**config.mk**
```make
export PLATFORM = sky130hd
export DESIGN_NAME = spi_flash_prog_ctrl
export DESIGN_NICKNAME = d
export VERILOG_FILES = /design/src/rtl/spf_pkg.sv /design/src/rtl/spf_spi_link.sv /design/src/rtl/spf_mem.sv /design/src/rtl/spf_cmd_ctrl.sv /design/src/rtl/spi_flash_prog_ctrl.sv
export SDC_FILE = /design/constraint.sdc
export NUM_CORES = 2
export LEC_CHECK = 0
export ABC_AREA = 0
export ABC_CLOCK_PERIOD_IN_PS = 6400
export BUFFER_PORTS_ARGS = -buffer_cell sky130_fd_sc_hd__buf_2
export CORE_UTILIZATION = 35
export DETAILED_ROUTE_END_ITERATION = 7
export GPL_TIMING_DRIVEN = 0
export PLACE_DENSITY_LB_ADDON = 0.15
export SKIP_CTS_REPAIR_TIMING = 1
export SYNTH_ARGS = -nofsm -noshare
export SYNTH_HDL_FRONTEND = slang
export SYNTH_SLANG_ARGS = --single-unit
export TNS_END_PERCENT = 10
```
**constraint.sdc**
```tcl
create_clock -name clk -period 6.4 [get_ports clk]
set_clock_uncertainty 0.2 [all_clocks]
set_input_delay 0.64 -clock clk [delete_from_list [all_inputs] [get_ports clk]]
set_output_delay 0.64 -clock clk [all_outputs]
set_load 0.05 [all_outputs]
```
**src/rtl/spf_pkg.sv**
```systemverilog
package spf_pkg;

    typedef enum logic [7:0] {
        OP_WRSR  = 8'h01,
        OP_PROG  = 8'h02,
        OP_READ  = 8'h03,
        OP_WRDIS = 8'h04,
        OP_RDSR  = 8'h05,
        OP_WREN  = 8'h06
    } spf_op_e;

    typedef enum logic [2:0] {
        S_OPC,
        S_AHI,
        S_ALO,
        S_RDAT,
        S_WDAT,
        S_SRRD,
        S_SRWR,
        S_SKIP
    } spf_state_e;

    localparam int SR_DBG  = 7;
    localparam int SR_WEN  = 5;
    localparam int SR_RDYN = 4;

endpackage

```
**src/rtl/spf_spi_link.sv**
```systemverilog
module spf_spi_link #(
    parameter int SYNC_STAGES = 2
) (
    input  logic       clk,
    input  logic       rst_n,
    input  logic       sck_i,
    input  logic       csn_i,
    input  logic       mosi_i,
    input  logic       sel_i,
    input  logic [7:0] tx_byte_i,
    output logic       csn_s_o,
    output logic       byte_valid_o,
    output logic [7:0] rx_byte_o,
    output logic       miso_o
);

    typedef struct packed {
        logic [SYNC_STAGES-1:0] sck_sy;
        logic [SYNC_STAGES-1:0] csn_sy;
        logic [SYNC_STAGES-1:0] mosi_sy;
        logic                   sck_prev;
        logic [7:0]             rx;
        logic [2:0]             cnt;
        logic [7:0]             tx_sh;
        logic                   valid;
    } link_t;

    link_t l_d, l_q;

    logic sck_s, mosi_s, sck_rise, sck_fall;

    assign sck_s    = l_q.sck_sy[SYNC_STAGES-1];
    assign mosi_s   = l_q.mosi_sy[SYNC_STAGES-1];
    assign sck_rise = sck_s && !l_q.sck_prev;
    assign sck_fall = !sck_s && l_q.sck_prev;

    always_comb begin
        l_d          = l_q;
        l_d.sck_sy   = {l_q.sck_sy[SYNC_STAGES-2:0], sck_i};
        l_d.csn_sy   = {l_q.csn_sy[SYNC_STAGES-2:0], csn_i};
        l_d.mosi_sy  = {l_q.mosi_sy[SYNC_STAGES-2:0], mosi_i};
        l_d.sck_prev = sck_s;
        l_d.valid    = 1'b0;
        if (!sel_i) begin
            l_d.cnt   = 3'd0;
            l_d.tx_sh = 8'h00;
        end else if (sck_rise) begin
            l_d.rx  = {l_q.rx[6:0], mosi_s};
            l_d.cnt = l_q.cnt + 3'd1;
            if (l_q.cnt == 3'd7) begin
                l_d.valid = 1'b1;
            end
        end else if (sck_fall) begin
            if (l_q.cnt == 3'd0) begin
                l_d.tx_sh = tx_byte_i;
            end else begin
                l_d.tx_sh = {l_q.tx_sh[6:0], 1'b0};
            end
        end
    end

    always_ff @(posedge clk or negedge rst_n) begin
        if (!rst_n) begin
            l_q        <= '0;
            l_q.csn_sy <= '1;
        end else begin
            l_q <= l_d;
        end
    end

    assign csn_s_o      = l_q.csn_sy[SYNC_STAGES-1];
    assign byte_valid_o = l_q.valid;
    assign rx_byte_o    = l_q.rx;
    assign miso_o       = l_q.tx_sh[7];

    p_byte_only_selected_r11 : assert property (@(posedge clk) disable iff (!rst_n)
        byte_valid_o |-> $past(sel_i));

endmodule

```
**src/rtl/spf_mem.sv**
```systemverilog
module spf_mem #(
    parameter int DEPTH = 256,
    localparam int AW   = $clog2(DEPTH)
) (
    input  logic          clk,
    input  logic          rst_n,
    input  logic          we_i,
    input  logic [AW-1:0] waddr_i,
    input  logic [7:0]    wdata_i,
    input  logic [AW-1:0] raddr_i,
    output logic [7:0]    rdata_o
);

    logic [7:0] mem_q [DEPTH];

    always_ff @(posedge clk or negedge rst_n) begin
        if (!rst_n) begin
            for (int i = 0; i < DEPTH; i++) begin
                mem_q[i] <= 8'hFF;
            end
        end else if (we_i) begin
            mem_q[waddr_i] <= mem_q[waddr_i] & wdata_i;
        end
    end

    assign rdata_o = mem_q[raddr_i];

    p_program_clears_only_r7 : assert property (@(posedge clk) disable iff (!rst_n)
        we_i |=> ((mem_q[$past(waddr_i)] & ~$past(mem_q[waddr_i])) == 8'h00));

endmodule

```
**src/rtl/spf_cmd_ctrl.sv**
```systemverilog
module spf_cmd_ctrl
    import spf_pkg::*;
#(
    parameter int MEM_DEPTH      = 256,
    parameter int PWRUP_CYCLES   = 75000,
    parameter int BUSY_CYCLES    = 2000,
    parameter int MAX_PROG_BYTES = 18432,
    localparam int AW            = $clog2(MEM_DEPTH),
    localparam int PW            = $clog2(PWRUP_CYCLES + 1),
    localparam int BW            = $clog2(BUSY_CYCLES + 1),
    localparam int NW            = $clog2(MAX_PROG_BYTES + 1)
) (
    input  logic          clk,
    input  logic          rst_n,
    input  logic          prog_i,
    input  logic          csn_s_i,
    input  logic          byte_valid_i,
    input  logic [7:0]    rx_byte_i,
    input  logic [7:0]    mem_rdata_i,
    input  logic          mcu_dbg_wr_i,
    input  logic          mcu_dbg_val_i,
    output logic          sel_o,
    output logic [7:0]    tx_byte_o,
    output logic [AW-1:0] mem_raddr_o,
    output logic          mem_we_o,
    output logic [AW-1:0] mem_waddr_o,
    output logic [7:0]    mem_wdata_o
);

    localparam logic [PW-1:0] PWR_DONE  = PW'(PWRUP_CYCLES);
    localparam logic [BW-1:0] BUSY_LOAD = BW'(BUSY_CYCLES - 1);
    localparam logic [NW-1:0] NMAX      = NW'(MAX_PROG_BYTES);

    typedef struct packed {
        spf_state_e    state;
        logic [15:0]   addr;
        logic          is_rd;
        logic [NW-1:0] nbytes;
        logic          wrote;
        logic          wen;
        logic          rdyn;
        logic          dbg;
        logic [3:0]    cfg;
        logic [BW-1:0] busy;
        logic [PW-1:0] pwr;
        logic [7:0]    tx;
        logic          fetch;
        logic          sel;
        logic          csn_prev;
    } ctrl_t;

    ctrl_t c_d, c_q;

    logic       active, csn_fell, csn_rose;
    logic [7:0] status;

    assign active   = prog_i && (c_q.pwr == PWR_DONE);
    assign csn_fell = c_q.csn_prev && !csn_s_i;
    assign csn_rose = !c_q.csn_prev && csn_s_i;
    assign status   = {c_q.dbg, 1'b0, c_q.wen, c_q.rdyn, c_q.cfg};

    always_comb begin
        c_d          = c_q;
        mem_we_o     = 1'b0;
        mem_waddr_o  = c_q.addr[AW-1:0];
        mem_wdata_o  = rx_byte_i;
        c_d.csn_prev = csn_s_i;

        // power-up wait
        if (!prog_i) begin
            c_d.pwr = '0;
        end else if (c_q.pwr != PWR_DONE) begin
            c_d.pwr = c_q.pwr + 1'b1;
        end

        // timed busy window
        if (c_q.rdyn) begin
            if (c_q.busy == '0) begin
                c_d.rdyn = 1'b0;
                c_d.wen  = 1'b0;
            end else begin
                c_d.busy = c_q.busy - 1'b1;
            end
        end

        // deferred array fetch for read streaming
        if (c_q.fetch) begin
            c_d.tx    = mem_rdata_i;
            c_d.fetch = 1'b0;
        end

        if (mcu_dbg_wr_i) begin
            c_d.dbg = mcu_dbg_val_i;
        end

        if (c_q.sel) begin
            if (csn_rose || !active) begin
                c_d.sel   = 1'b0;
                c_d.state = S_OPC;
                c_d.wrote = 1'b0;
                if (c_q.state == S_WDAT && c_q.wrote) begin
                    c_d.rdyn = 1'b1;
                    c_d.busy = BUSY_LOAD;
                end
            end else if (byte_valid_i) begin
                unique case (c_q.state)
                    S_OPC: begin
                        c_d.state = S_SKIP;
                        case (rx_byte_i)
                            OP_WREN:  c_d.wen = 1'b1;
                            OP_WRDIS: if (!c_q.rdyn) c_d.wen = 1'b0;
                            OP_RDSR: begin
                                c_d.tx    = status;
                                c_d.state = S_SRRD;
                            end
                            OP_WRSR:  if (!c_q.rdyn) c_d.state = S_SRWR;
                            OP_READ: begin
                                c_d.is_rd = 1'b1;
                                c_d.state = S_AHI;
                            end
                            OP_PROG: begin
                                if (c_q.wen && !c_q.rdyn) begin
                                    c_d.is_rd = 1'b0;
                                    c_d.state = S_AHI;
                                end
                            end
                            default: c_d.state = S_SKIP;
                        endcase
                    end
                    S_SRRD: c_d.tx = status;
                    S_SRWR: begin
                        c_d.cfg   = rx_byte_i[3:0];
                        c_d.wen   = rx_byte_i[SR_WEN];
                        c_d.state = S_SKIP;
                    end
                    S_AHI: begin
                        c_d.addr[15:8] = rx_byte_i;
                        c_d.state      = S_ALO;
                    end
                    S_ALO: begin
                        c_d.addr[7:0] = rx_byte_i;
                        c_d.nbytes    = '0;
                        if (c_q.is_rd) begin
                            c_d.fetch = 1'b1;
                            c_d.state = S_RDAT;
                        end else begin
                            c_d.state = S_WDAT;
                        end
                    end
                    S_RDAT: begin
                        c_d.addr  = c_q.addr + 16'd1;
                        c_d.fetch = 1'b1;
                    end
                    S_WDAT: begin
                        if (c_q.nbytes < NMAX) begin
                            mem_we_o   = 1'b1;
                            c_d.addr   = c_q.addr + 16'd1;
                            c_d.nbytes = c_q.nbytes + 1'b1;
                            c_d.wrote  = 1'b1;
                        end
                    end
                    S_SKIP: c_d.state = S_SKIP;
                    default: c_d.state = S_SKIP;
                endcase
            end
        end else if (csn_fell && active) begin
            c_d.sel   = 1'b1;
            c_d.state = S_OPC;
            c_d.wrote = 1'b0;
        end
    end

    always_ff @(posedge clk or negedge rst_n) begin
        if (!rst_n) begin
            c_q          <= '0;
            c_q.state    <= S_OPC;
            c_q.csn_prev <= 1'b1;
        end else begin
            c_q <= c_d;
        end
    end

    assign sel_o       = c_q.sel;
    assign tx_byte_o   = c_q.tx;
    assign mem_raddr_o = c_q.addr[AW-1:0];

    p_wen_kept_while_busy_r8 : assert property (@(posedge clk) disable iff (!rst_n)
        $fell(c_q.wen) |-> !c_q.rdyn);

    p_busy_starts_after_prog_r8 : assert property (@(posedge clk) disable iff (!rst_n)
        $rose(c_q.rdyn) |-> $past(c_q.state == S_WDAT && c_q.wrote));

    p_dbg_set_by_mcu_r5 : assert property (@(posedge clk) disable iff (!rst_n)
        $rose(c_q.dbg) |-> $past(mcu_dbg_wr_i && mcu_dbg_val_i));

    p_write_needs_wen_r7 : assert property (@(posedge clk) disable iff (!rst_n)
        mem_we_o |-> (c_q.wen && !c_q.rdyn && c_q.sel));

    p_drop_on_prog_low_r9 : assert property (@(posedge clk) disable iff (!rst_n)
        (c_q.sel && !prog_i) |=> !c_q.sel);

endmodule

```
**src/rtl/spi_flash_prog_ctrl.sv**
```systemverilog
module spi_flash_prog_ctrl #(
    parameter int MEM_DEPTH      = 256,
    parameter int PWRUP_CYCLES   = 75000,
    parameter int BUSY_CYCLES    = 2000,
    parameter int MAX_PROG_BYTES = 18432,
    parameter int SYNC_STAGES    = 2
) (
    input  logic clk,
    input  logic rst_n,
    input  logic prog_i,
    input  logic sck_i,
    input  logic csn_i,
    input  logic mosi_i,
    output logic miso_o,
    input  logic mcu_dbg_wr_i,
    input  logic mcu_dbg_val_i
);

    localparam int AW = $clog2(MEM_DEPTH);

    logic          csn_s, byte_valid, sel, mem_we;
    logic [7:0]    rx_byte, tx_byte, mem_rdata, mem_wdata;
    logic [AW-1:0] mem_raddr, mem_waddr;

    spf_spi_link #(
        .SYNC_STAGES (SYNC_STAGES)
    ) i_link (
        .clk          (clk),
        .rst_n        (rst_n),
        .sck_i        (sck_i),
        .csn_i        (csn_i),
        .mosi_i       (mosi_i),
        .sel_i        (sel),
        .tx_byte_i    (tx_byte),
        .csn_s_o      (csn_s),
        .byte_valid_o (byte_valid),
        .rx_byte_o    (rx_byte),
        .miso_o       (miso_o)
    );

    spf_cmd_ctrl #(
        .MEM_DEPTH      (MEM_DEPTH),
        .PWRUP_CYCLES   (PWRUP_CYCLES),
        .BUSY_CYCLES    (BUSY_CYCLES),
        .MAX_PROG_BYTES (MAX_PROG_BYTES)
    ) i_ctrl (
        .clk           (clk),
        .rst_n         (rst_n),
        .prog_i        (prog_i),
        .csn_s_i       (csn_s),
        .byte_valid_i  (byte_valid),
        .rx_byte_i     (rx_byte),
        .mem_rdata_i   (mem_rdata),
        .mcu_dbg_wr_i  (mcu_dbg_wr_i),
        .mcu_dbg_val_i (mcu_dbg_val_i),
        .sel_o         (sel),
        .tx_byte_o     (tx_byte),
        .mem_raddr_o   (mem_raddr),
        .mem_we_o      (mem_we),
        .mem_waddr_o   (mem_waddr),
        .mem_wdata_o   (mem_wdata)
    );

    spf_mem #(
        .DEPTH (MEM_DEPTH)
    ) i_mem (
        .clk     (clk),
        .rst_n   (rst_n),
        .we_i    (mem_we),
        .waddr_i (mem_waddr),
        .wdata_i (mem_wdata),
        .raddr_i (mem_raddr),
        .rdata_o (mem_rdata)
    );

endmodule

```
==> summary.md <==
| Metric | Value |
|---|---|
| Status | finished with violations |
| Violated checks | hold timing, setup timing |
| Number of global-route vias before repair | 71700 |
| Core Region | 0.274 sq mm |
| Hold_sp | prog_i |
| Post-synth EDFFs | 0 |
| Worst-margin pin slew | 1.47 ns |
| Worst setup margin | -0.245 ns |
| Number of cells on the worst reg-to-reg path | 14 |
| DP HPWL | 311000 microns |
| Placed insts | 12200 |
| Post-route cell area | 0.111 sq mm |
| R2R Path End | i_mem.mem_q[1919] |
| Syn-to-layout area delta | 15.2% |
| Antenna-violating nets left | 0 |
| R2R Setup Slk | -0.25 ns |
| Nets | 8828 |
| CP arrival | 7.27 ns |
| Placed inst area | 0.103 sq mm |
| Clock transition at path regs | 0.07 ns |
| Fill cells | 26400 |
| Required time worst endpoint | 7.02 ns |
| GPL Wtd Cong | 0.986 |
| Port bufs | 8 |
| Cells after Synth | 8499 |
| RSZ-0062 raised after global routing | true |
| Max-slew violations | 0 |
| First-pass GRT wire length | 606000 microns |
| Core Util, Final | 40.6% |
| Hold violation count in the final report | 2 |
| Worst Hold Slack | -0.0118 ns |
| Power Total | 28.5 mW |
| Initial Util | 35.2% |
| Period utilization | 104% |
| Clk_lat worst skew | 0.96 ns |
| Worst path max stage delay | 0.64 ns |
| Die height | 527 microns |
| Async set-reset flop share out of synthesis | 100% |
| Flops & latches, synth | 2149 |
| Leak pwr | 36.9 nW |
| DR vias | 74500 |
| CP Capture Type | flip-flop |
| # IOs | 9 |
| Worst hold path type | in -> reg |
| DP Worst Slack | -1.77 ns |
| Post-Synthesis Cell Area | 0.0966 sq mm |
| Worst Hold Path Cells | 5 |
| GRT overflow | 0 |
| Peak supply drop | 0.223 mV |
| Maxcap violations | 0 |
| Die W | 527 microns |
| CTS tree | yes |
| Post-Synthesis Net Count | 8518 |
| Final WL | 444000 microns |
| CTS Buf Count | 240 |
| Hold path endpoint | i_ctrl.c_q[46] |
| Non-Filler Instances | 12700 |
| Pwr/cell area | 257 mW/mm^2 |
| DR DRC count | 0 |
| Ratio of cells with drive above 1 in the final layout | 39.0% |
| Root Buffer | clkbuf_16 |
| Row cnt | 192 |
| Wire length per cell | 34.9 microns |
| Achievable frequency | 0.150 GHz |
| Crit start category | flip-flop |
| Min Tclk post-route | 6.65 ns |
| Ys flop type | dfstp_2 |
| Gr usage total | 31.8% |
| Die Area | 0.278 sq mm |
| Largest net degree at the start of global routing | 175 |
| Critical R2R Launch | i_ctrl.mem_raddr_o[3] |
| CP max FO | 12 |
| Seq/Total Area, Yosys | 58.4% |
| Pre-antenna DRT Iters | 6 |
| H-tree depth | 4 |
| Worst-case clock buffer depth | 4 |
| Final setup vio count | 1265 |
| Clock sinks | 2149 |
| Setup TNS | -120.97 ns |
| Critical-path cell list | buf_2, clkbuf_4, buf_4, buf_4, buf_4, buf_6, mux4_2, a22oi_1, o211ai_1, nor3_4, nand2b_2, buf_4, buf_4, o21ai_1 |
| Slowest-stage cell, CP | a22oi_1 |
| DR vias/cell | 5.86 |
| Critical path class | reg -> reg |
| Synth warn | 0 |
| Unique masters post-synth | 73 |
| DRT iter0 DRCs | 9317 |
| Rel. slew slack | 1.56% |
| Initial antenna violation count | 55 |
| Avg Cell Area, Syn | 11.4 sq um |
| Cell mode on critical path | buf_4 |
## sequential cells by signal (all words and copies together), names as in the netlist
signal,flops
i_ctrl.c_q,57
i_ctrl.mem_raddr_o,8
i_ctrl.sel_o,1
i_ctrl.tx_byte_o,8
i_link.byte_valid_o,1
i_link.csn_s_o,1
i_link.l_d,4
i_link.l_q,12
i_link.miso_o,1
i_link.rx_byte_o,8
i_mem.mem_q,2048
## worst max-delay path by stage
stage,start,to,cells after the start
finish,i_ctrl.mem_raddr_o[3],i_mem.mem_q[1919],14
global route,i_ctrl.mem_raddr_o[0],i_mem.mem_q[525],13
CTS,i_ctrl.mem_raddr_o[3],i_mem.mem_q[1811],12
detailed placement,i_ctrl.mem_raddr_o[3],i_mem.mem_q[1041],12
global placement,rst_n,i_ctrl.mem_raddr_o[7],1
floorplan,i_ctrl.mem_raddr_o[1],i_mem.mem_q[1007],13
## worst max-delay path, delay by kind of cell, from the launching register on
kind,cells,cell delay [ns]
buf+inv,8,3.59
flops,1,0.32
compound gates,3,1.03
simple gates,2,0.75
mux,1,0.49
## layout by cell type (no fill, tap or decap), types with 48 or more instances in the layout
cell type / n
a22oi_1: 64
buf_2: 168
buf_6: 66
clkbuf_1: 402
clkbuf_16: 244
clkbuf_4: 50
clkbuf_8: 64
clkinv_2: 48
dfrtp_1: 98
dfstp_2: 2051
mux4_2: 602
nand2_1: 2384
nor2_1: 59
o21ai_0: 1212
o21ai_1: 879
## synthesized netlist by cell type, drive strengths merged, types with 3 or more instances
| cell | n | area, sq um |
|---|---|---|
| nor2 | 75 | 282 |
| nand3 | 31 | 155 |
| dfrtp | 98 | 2450 |
| nand2b | 16 | 103 |
| or3 | 6 | 37.5 |
| nor4b | 5 | 43.8 |
| inv | 20 | 75.1 |
| ha | 11 | 138 |
| or4 | 4 | 30.0 |
| nand2 | 2384 | 8950 |
| buf | 300 | 1820 |
| nor4 | 15 | 109 |
| a22o | 4 | 35.0 |
| xnor2 | 20 | 175 |
| a22oi | 66 | 495 |
| o22ai | 6 | 37.5 |
| mux2i | 48 | 480 |
| nor2b | 14 | 87.6 |
| o211ai | 6 | 45.0 |
| mux2 | 19 | 214 |
| xor2 | 9 | 78.8 |
| and2 | 23 | 144 |
| or2 | 7 | 43.8 |
| o31ai | 8 | 65.1 |
| nor3 | 18 | 95.1 |
| a211oi | 6 | 45.0 |
| nand4 | 21 | 131 |
| a21o | 5 | 37.5 |
| a21boi | 5 | 37.5 |
| clkbuf | 407 | 1540 |
| o21ai | 2093 | 10500 |
| a221oi | 3 | 26.3 |
| a31oi | 6 | 37.5 |
| dfstp | 2051 | 53900 |
| mux4 | 602 | 13600 |
| a21oi | 47 | 235 |
| and3 | 6 | 37.5 |
## final cells by class
class	count	area, sq um	area share (%)
clock buffers	359	7180	6.45
multi-input cells	5623	37000	33.3
flip-flops and latches	2149	56300	50.6
repair buffers	70	1350	1.21
diodes	25	62.6	0.0562
well taps	3686	4610	4.14
clock inverters	77	982	0.883
plain buffers	705	3670	3.30
inverters	20	75.1	0.0675
## layer usage
| metal | GRT usage (%) | wire [microns] | up-vias | share of wire, % |
|---|---|---|---|---|
| met3 | 9.14 | 48500 | 988 | 11 |
| met4 | 19.4 | 31200 | 30 | 7.0 |
| met2 | 45.8 | 190000 | 4028 | 43 |
| met5 | 0 | 180 | - | 0.041 |
| met1 | 42.2 | 175000 | 38900 | 39 |
| li1 | - | - | 30600 | - |
## cells by family (layout without fill, tap and decap cells)
| kind of cell | after synthesis | in the layout | share of synthesized area (%) |
|---|---|---|---|
| other | 0 | 25 | 0 |
| buffers and inverters | 727 | 1231 | 3.55 |
| multiplexers | 669 | 669 | 14.8 |
| AND/OR/NAND/NOR | 2638 | 2638 | 10.7 |
| flip-flops | 2149 | 2149 | 58.4 |
| XOR/XNOR | 29 | 29 | 0.263 |
| AO/OA/AOI/OAI | 2276 | 2276 | 12.2 |
| adder cells (fa/ha/maj) | 11 | 11 | 0.143 |
## power breakdown
part           internal [mW]  switching [mW]  total (mW)
logic                 0.0340           0.275       0.309
registers               13.7         0.00329        13.7
clock network           8.52            6.06        14.6
total                   22.2            6.33        28.5
Power figures use the tool's default switching activity.
